<file path="config.mk">
export PLATFORM = sky130hd
export DESIGN_NAME = lsu_be_top
export DESIGN_NICKNAME = d
export VERILOG_FILES = /design/src/rtl/lsu_pkg.sv /design/src/rtl/lsu_addr_gen.sv /design/src/rtl/lsu_word_ram.sv /design/src/rtl/lsu_load_align.sv /design/src/rtl/lsu_be_top.sv
export SDC_FILE = /design/constraint.sdc
export NUM_CORES = 2
export LEC_CHECK = 0
export CORE_MARGIN = 4
export CORE_UTILIZATION = 36
export DETAILED_ROUTE_END_ITERATION = 10
export SLEW_MARGIN = 20
export SYNTH_ARGS = -nofsm -noshare
export SYNTH_HDL_FRONTEND = slang
export SYNTH_SLANG_ARGS = --single-unit
export TNS_END_PERCENT = 100
</file>
<file path="constraint.sdc">
create_clock -name clk -period 6.95 [get_ports clk]
set_input_delay 1.39 -clock clk [delete_from_list [all_inputs] [get_ports clk]]
set_output_delay 1.39 -clock clk [all_outputs]
set_load 0.03 [all_outputs]
</file>
<file path="src/rtl/lsu_pkg.sv">
// Package: shared operation codes and lane helpers for the load-store unit.
// Assumes 32-bit words of four bytes, numbered big-endian.
package lsu_pkg;
    typedef enum logic [5:0] {
        OP_LD_WORD  = 6'd35,
        OP_ST_WORD  = 6'd43,
        OP_LD_BYTE  = 6'd32,
        OP_ST_BYTE  = 6'd40
    } lsu_op_e;

    localparam int unsigned LANES = 4;

    // Strobe for a big-endian byte offset: offset 0 is the most significant lane.
    function automatic logic [LANES-1:0] lane_strobe(input logic [1:0] ofs);
        return 4'b1000 >> ofs;
    endfunction
endpackage

</file>
<file path="src/rtl/lsu_addr_gen.sv">
// Module: lsu_addr_gen
// Forms the effective address and decodes the operation. Produces the write
// strobes, the aligned write data and the misalignment flag.
// Assumes one request per cycle. All outputs are combinational on the request.
module lsu_addr_gen
    import lsu_pkg::*;
(
    input  logic        clk,
    input  logic        rst_n,
    input  logic        req_valid,
    input  logic [5:0]  req_op,
    input  logic [31:0] base_val,
    input  logic [15:0] offset_imm,
    input  logic [31:0] store_data,
    output logic [31:0] ea,
    output logic [3:0]  byte_we,
    output logic [31:0] wr_data,
    output logic        misalign,
    output logic        load_go,
    output logic        load_is_byte
);
    logic is_ldw, is_stw, is_ldb, is_stb, word_op, bad_align;

    // Purpose: add the base and the sign-extended displacement.
    always_comb begin
        ea = base_val + {{16{offset_imm[15]}}, offset_imm};
    end

    // Purpose: decode the operation and gate the strobes with alignment.
    always_comb begin
        is_ldw    = req_valid && (req_op == OP_LD_WORD);
        is_stw    = req_valid && (req_op == OP_ST_WORD);
        is_ldb    = req_valid && (req_op == OP_LD_BYTE);
        is_stb    = req_valid && (req_op == OP_ST_BYTE);
        word_op   = is_ldw || is_stw;
        bad_align = ea[1:0] != 2'b00;
        misalign  = word_op && bad_align;
        load_go   = is_ldb || (is_ldw && !bad_align);
        load_is_byte = is_ldb;
        byte_we   = 4'b0000;
        wr_data   = store_data;
        if (is_stw && !bad_align) begin
            byte_we = 4'b1111;
        end else if (is_stb) begin
            byte_we = lane_strobe(ea[1:0]);
            wr_data = {4{store_data[7:0]}};
        end
    end

    p_one_lane_r4: assert property (@(posedge clk) disable iff (!rst_n)
        (req_valid && req_op == OP_ST_BYTE) |-> $countones(byte_we) == 1);
    p_no_write_misaligned_r6: assert property (@(posedge clk) disable iff (!rst_n)
        misalign |-> byte_we == 4'b0000);
    p_byte_never_misaligned_r9: assert property (@(posedge clk) disable iff (!rst_n)
        (req_valid && (req_op == OP_LD_BYTE || req_op == OP_ST_BYTE)) |-> !misalign);
endmodule

</file>
<file path="src/rtl/lsu_word_ram.sv">
// Module: lsu_word_ram
// Word-organised synchronous RAM with per-byte write strobes and a
// registered read port.
// Assumes the read and the write of one cycle go to the same index. A read
// returns the contents from before that edge. The contents are not reset.
module lsu_word_ram #(
    parameter int unsigned AW = 6
) (
    input  logic          clk,
    input  logic [AW-1:0] addr,
    input  logic [3:0]    we,
    input  logic [31:0]   wdata,
    input  logic          rd_en,
    output logic [31:0]   rdata
);
    localparam int unsigned DEPTH = 1 << AW;
    logic [31:0] mem [DEPTH];

    // Purpose: write the strobed lanes and register the read word.
    always_ff @(posedge clk) begin
        for (int i = 0; i < 4; i++) begin
            if (we[i]) mem[addr][8*i +: 8] <= wdata[8*i +: 8];
        end
        if (rd_en) rdata <= mem[addr];
    end
endmodule

</file>
<file path="src/rtl/lsu_load_align.sv">
// Module: lsu_load_align
// Registers the lane and size of a load and extracts the returned byte or
// word from the RAM word. A byte is sign-extended.
// Assumes the RAM word arrives one cycle after the request.
module lsu_load_align (
    input  logic        clk,
    input  logic        rst_n,
    input  logic        load_go,
    input  logic        is_byte,
    input  logic [1:0]  lane,
    input  logic [31:0] rdata,
    output logic        valid,
    output logic [31:0] data
);
    logic       byte_q;
    logic [1:0] lane_q;
    logic [7:0] sel;

    // Purpose: hold the load attributes for the cycle in which the data returns.
    always_ff @(posedge clk) begin
        if (!rst_n) begin
            valid  <= 1'b0;
            byte_q <= 1'b0;
            lane_q <= 2'b00;
        end else begin
            valid  <= load_go;
            byte_q <= is_byte;
            lane_q <= lane;
        end
    end

    // Purpose: pick the big-endian lane and extend it.
    always_comb begin
        case (lane_q)
            2'd0:    sel = rdata[31:24];
            2'd1:    sel = rdata[23:16];
            2'd2:    sel = rdata[15:8];
            default: sel = rdata[7:0];
        endcase
        data = byte_q ? {{24{sel[7]}}, sel} : rdata;
    end

    p_byte_sext_r3: assert property (@(posedge clk) disable iff (!rst_n)
        (valid && byte_q) |-> data[31:8] == {24{data[7]}});
endmodule

</file>
<file path="src/rtl/lsu_be_top.sv">
// Module: lsu_be_top
// Big-endian load-store unit with an internal word RAM. Connects address
// generation, the RAM and load alignment.
// Assumes one request per cycle and no back-pressure.
module lsu_be_top #(
    parameter int unsigned AW = 6
) (
    input  logic        clk,
    input  logic        rst_n,
    input  logic        req_valid,
    input  logic [5:0]  req_op,
    input  logic [31:0] base_val,
    input  logic [15:0] offset_imm,
    input  logic [31:0] store_data,
    output logic [31:0] eff_addr,
    output logic [3:0]  mem_byte_we,
    output logic        misaligned,
    output logic        load_valid,
    output logic [31:0] load_data
);
    logic [31:0] wr_data, rd_word;
    logic        load_go, load_is_byte;

    lsu_addr_gen u_agen (
        .clk(clk), .rst_n(rst_n), .req_valid(req_valid), .req_op(req_op),
        .base_val(base_val), .offset_imm(offset_imm), .store_data(store_data),
        .ea(eff_addr), .byte_we(mem_byte_we), .wr_data(wr_data),
        .misalign(misaligned), .load_go(load_go), .load_is_byte(load_is_byte)
    );

    lsu_word_ram #(.AW(AW)) u_ram (
        .clk(clk), .addr(eff_addr[AW+1:2]), .we(mem_byte_we),
        .wdata(wr_data), .rd_en(load_go), .rdata(rd_word)
    );

    lsu_load_align u_align (
        .clk(clk), .rst_n(rst_n), .load_go(load_go), .is_byte(load_is_byte),
        .lane(eff_addr[1:0]), .rdata(rd_word), .valid(load_valid), .data(load_data)
    );

    p_load_follows_r7: assert property (@(posedge clk) disable iff (!rst_n)
        (req_valid && (req_op == 6'd32 || (req_op == 6'd35 && eff_addr[1:0] == 2'b00)))
        |=> load_valid);
    p_idle_no_result_r2: assert property (@(posedge clk) disable iff (!rst_n)
        !req_valid |=> !load_valid);
endmodule

</file>
; After elaboration in Yosys (flattened, before gate mapping)
; Memories as Yosys holds them, arrays and structs flattened. A register that Yosys moved wholly into a read port is not among the register bits.
; Index checks and enable logic that the tools add are counted.
[totals]
mem_count = 1
register_bits = 4
wordCells = 38
input_bits = 89
out_inout_bits = 70
ramBits = 2048
[memory_table]
columns = name, words, word_bits, rd, rd_ports_with_merged_regs, wr, line
row1 = u_ram.mem, 64, 32, 1, 1, 1, lsu_word_ram.sv:17  ; logic [31:0] mem [DEPTH];
[op_classes]
n_eq_ne = 6
reduce_logical = 12
addsub = 1
shifts = 1
n_mux = 14
[ops]
columns = operator, count
row1 = $mux W32, 3
row2 = $add A32 B32 Y32, 1
row3 = $eq A6 B6 Y1 const B, 4
row4 = $pmux W8 S3, 1
row5 = $mux W1, 8
row6 = $mux W4, 2
row7 = $logic_and A1 B1 Y1, 7
row8 = $shr A4 B2 Y4 const A, 1
row9 = $eq A2 B1 Y1 const B, 1
row10 = $eq A2 B2 Y1 const B, 1
row11 = $logic_not A2 Y1, 1
row12 = $logic_or A1 B1 Y1, 2
row13 = $reduce_bool A2 Y1, 1
row14 = $logic_not A1 Y1, 1

; Longest topological paths before layout
[depth]
depth_word = 7
mapped_depth = 14
depth_no_buf = 11

; Hierarchy
; Synthesis repeated with hierarchy kept, for this count alone.
[hier_totals]
cells_unflattened = 4944
area_unflattened_um2 = 82277.7
[by_module_without_submodules]
columns = mod, area_per_inst_um2, seq_area_each_um2, instances, cells_per_inst
row1 = lsu_word_ram, 79319.8, 62459.9, 1, 4481
row2 = lsu_addr_gen, 2228.4, 0.0, 1, 353
row3 = lsu_load_align, 729.4, 80.1, 1, 110

; Worst setup path after synthesis
; No wires, ideal clock.
[synth_timing]
kind = in2out
from = input port base_val[0]
to = output port eff_addr[28]
t_arrival_ns = 4.009
path_slack_ns = 1.551
t_required_ns = 5.560
stages = 10
n_path_buf = 0
cell_sequence = ha_1 > fa_1 > a211oi_4 > nor3_1 > o21ai_0 > o21ai_0 > a41o_1 > and3_1 > o41ai_1 > xnor2_1
[synth_via]
elab_chain_cells = 1
[synth_rtl]
columns = element, line
row1 = "start, declared", lsu_be_top.sv:12  ; input logic [31:0] base_val,
row2 = $add A32 B32 Y32, lsu_addr_gen.sv:26  ; ea = base_val + {{16{offset_imm[15]}}, offset_imm};
row3 = "end, declared", lsu_be_top.sv:15  ; output logic [31:0] eff_addr,
; Every way passes these cells.

; Worst setup path after layout
; Ends and elaborated chain as after synthesis.

==> run summary <==
R2r startpoint: u_ram.mem[46][2]$_DFFE_PP_
DR pass1 iterations: 9
Status: complete, no violations
Synthesized flop and latch total: 2,084
Initial antenna violation count: 5
Via count: 48.1k
P per Cell Area: 303 nW/µm²
Worst Clk Skew: 26.0 ps
Num CTS Buffers: 204
Vias per cell: 5.68
F_max: 0.153 GHz
Hold Buf Count CTS: 0
CTS sink cnt: 2,084
Number of enable flip-flop cells after synthesis: 2,080
Drt total wl: 228,000 µm
Count of final hold-check violations: 0
Max transition margin: 27.5%
Crit path DAT: 5140 ps
Most common cell after layout, fill and taps aside: edfxtp_1
Vias in the first global route: 46.9k
Dpl cells: 8,100
Fin. max-slew vios: 0
Grt total ovfl: 0
Max IR drop VDD: 280 µV
Net Count, Synth: 5,115
Min cycle time layout: 6530 ps
Setup crit start: base_val[0]
Synth cell types: 72
Top Ports: 159
Share of cells above drive strength 1: 12.6%
Clk pin slew, worst setup/hold paths: 60 ps
Nets: 5,453
Top cell type's share of synthesized area: 77.8%
Leakage: 29.7 nW
Post-synthesis cell area: 80,200 µm²
Core area: 222,000 µm²
Post-CTS setup buffer count: 0
First-pass GRT wire length: 331,000 µm
Drt drc: 0
Root buf cell: clkbuf_16
Die Span X: 480 µm
Fin crit share: 93.9%
Worst reg2reg path depth: 5
Row count: 173
CP startpoint kind: input port
Top cells by area, synth: edfxtp_1 (78%), a21oi_1 (3.0%), nand2_1 (3.0%), a222oi_1 (2.7%), a22o_1 (2.5%)
Most used flip-flop cell after synthesis: edfxtp_1
Mapped Cells: 4,994
Critical Path RT: 5560 ps
Area Growth Syn to Fin: 16.6%
Hold Startpoint: u_ram.mem[58][28]$_DFFE_PP_
Unrepaired setup endpoints after global routing: no
Area after DPL: 87,100 µm²
Later-pin clock latency in the skew report: 830 ps
Depth of the CTS H-tree: 4
DPL Wire Length: 142,000 µm
Post-CTS Resized: 0
Post-Synthesis Mean Instance Area: 16.1 µm²
# fillers: 19.6k
Hold WC Path Type: flop to flop
Pin count of the biggest net entering global routing: 108
Fin cells: 8,477
Initial DRC count: 6,739
Die height: 480 µm
Max-cap viol count: 0
Area leader, netlist: edfxtp_1
Commonest cells after routing, fill and taps aside: edfxtp_1 (2,080), nand2_1 (608), a21oi_1 (480)
CP endpoint kind: primary output
Setup Total Neg Slack: 0 ps
Warnings, synthesis: 0
Worst-case clock buffer depth: 3
Port bufs: 158
Initial Util: 36.2%
Post-route cell area: 93,500 µm²
Worst hold path depth: 4
Final GP Congestion: 0.853
WS Path Type: input port to primary output
Die area: 230,000 µm²
CTS tree: yes
CP max FO: 3
Endpoints failing setup: 0
Worst Tran Pin Value: 1090 ps
Routed len/inst: 26.9 µm
Sequential area share after synthesis: 77.9%
Asr flop ratio synth: 0%
GRT Overall Usage: 19.2%
Antenna Nets Post-Route: 0
-- layer usage --
| layer | routed length, µm | global-route usage, % |
|---|---|---|
| met1 | 94200 | 26.7 |
| met2 | 108000 | 30.8 |
| met3 | 19200 | 3.50 |
| met4 | 6920 | 6.09 |
| met5 | 0 | 0 |
-- cells by family after synthesis --
family / share of synthesized area [%]
flops: 77.9
fa+ha+maj: 0.508
xor+xnor: 0.270
buf+inv: 1.91
mux: 1.73
simple gates: 5.47
compound gates: 12.2
-- final timing paths --
kind	slack, ps	to
max	420	eff_addr[28]
min	740	u_ram.rdata[28]$_DFFE_PP_
max reg2reg	4350	u_ram.rdata[2]$_DFFE_PP_
min reg2reg	740	u_ram.rdata[28]$_DFFE_PP_
-- report_power, final --
| part | switching (W) | total (W) | internal (W) |
|---|---|---|---|
| clock network | 0.00464 | 0.0107 | 0.00601 |
| registers | 0.00000336 | 0.0139 | 0.0139 |
| logic | 0.00260 | 0.00381 | 0.00121 |
| total | 0.00724 | 0.0283 | 0.0211 |
-- cell usage after synthesis (all sizes together), types with 16 or more instances --
master and instances:
a21oi 485, a221oi 224, a222oi 214, a22o 225
a22oi 21, buf 122, clkbuf 216, edfxtp 2080
ha 31, inv 47, mux2i 24, mux4 50
nand2 633, nand3 23, nor2 293, nor3 16
nor4 53, o21ai 49, xnor2 16
-- registers in the layout, indices dropped and copies added (netlist names) --
register / count
u_align.byte_q: 1
u_align.valid: 1
u_ram.mem: 2048
u_ram.rdata: 32
u_align.lane_q: 2
-- critical path: stages --
cell and delay, ps:
clkdlybuf4s50_1 400, ha_1 240, fa_1 440, a211oi_4 240
nor3_1 100, o21ai_0 260, o21ai_0 240, a41o_1 330
and3_1 220, o41ai_1 420, xnor2_1 160, clkdlybuf4s50_1 680
-- metrics by stage --
step | setup WS (ps) | utilization, % | total power (W) | hold WS, ps
6_report | 421 | 42.2 | 0.0283 | 742
5_1_grt | 242 | 42.2 | 0.0292 | 788
4_1_cts | 463 | 42.1 | 0.0284 | 731
3_5_place_dp | 468 | 39.3 | 0.0179 | 726
3_3_place_gp | 387 | 39.3 | 0.0179 | 716
2_1_floorplan | 1550 | - | 0.0163 | 646
-- final cells by class --
type                    count  area (µm²)  share of cell area (%)
diodes                      5        12.5                  0.0134
clock buffers             259        5330                    5.70
clock inverters           112        1030                    1.11
inverters                  47         186                   0.199
multi-input cells        2525       16400                    17.5
flip-flops and latches   2084       62500                    66.9
well taps                2975        3720                    3.98
repair buffers            470        4350                    4.65
(Power assumes the default switching activity.)
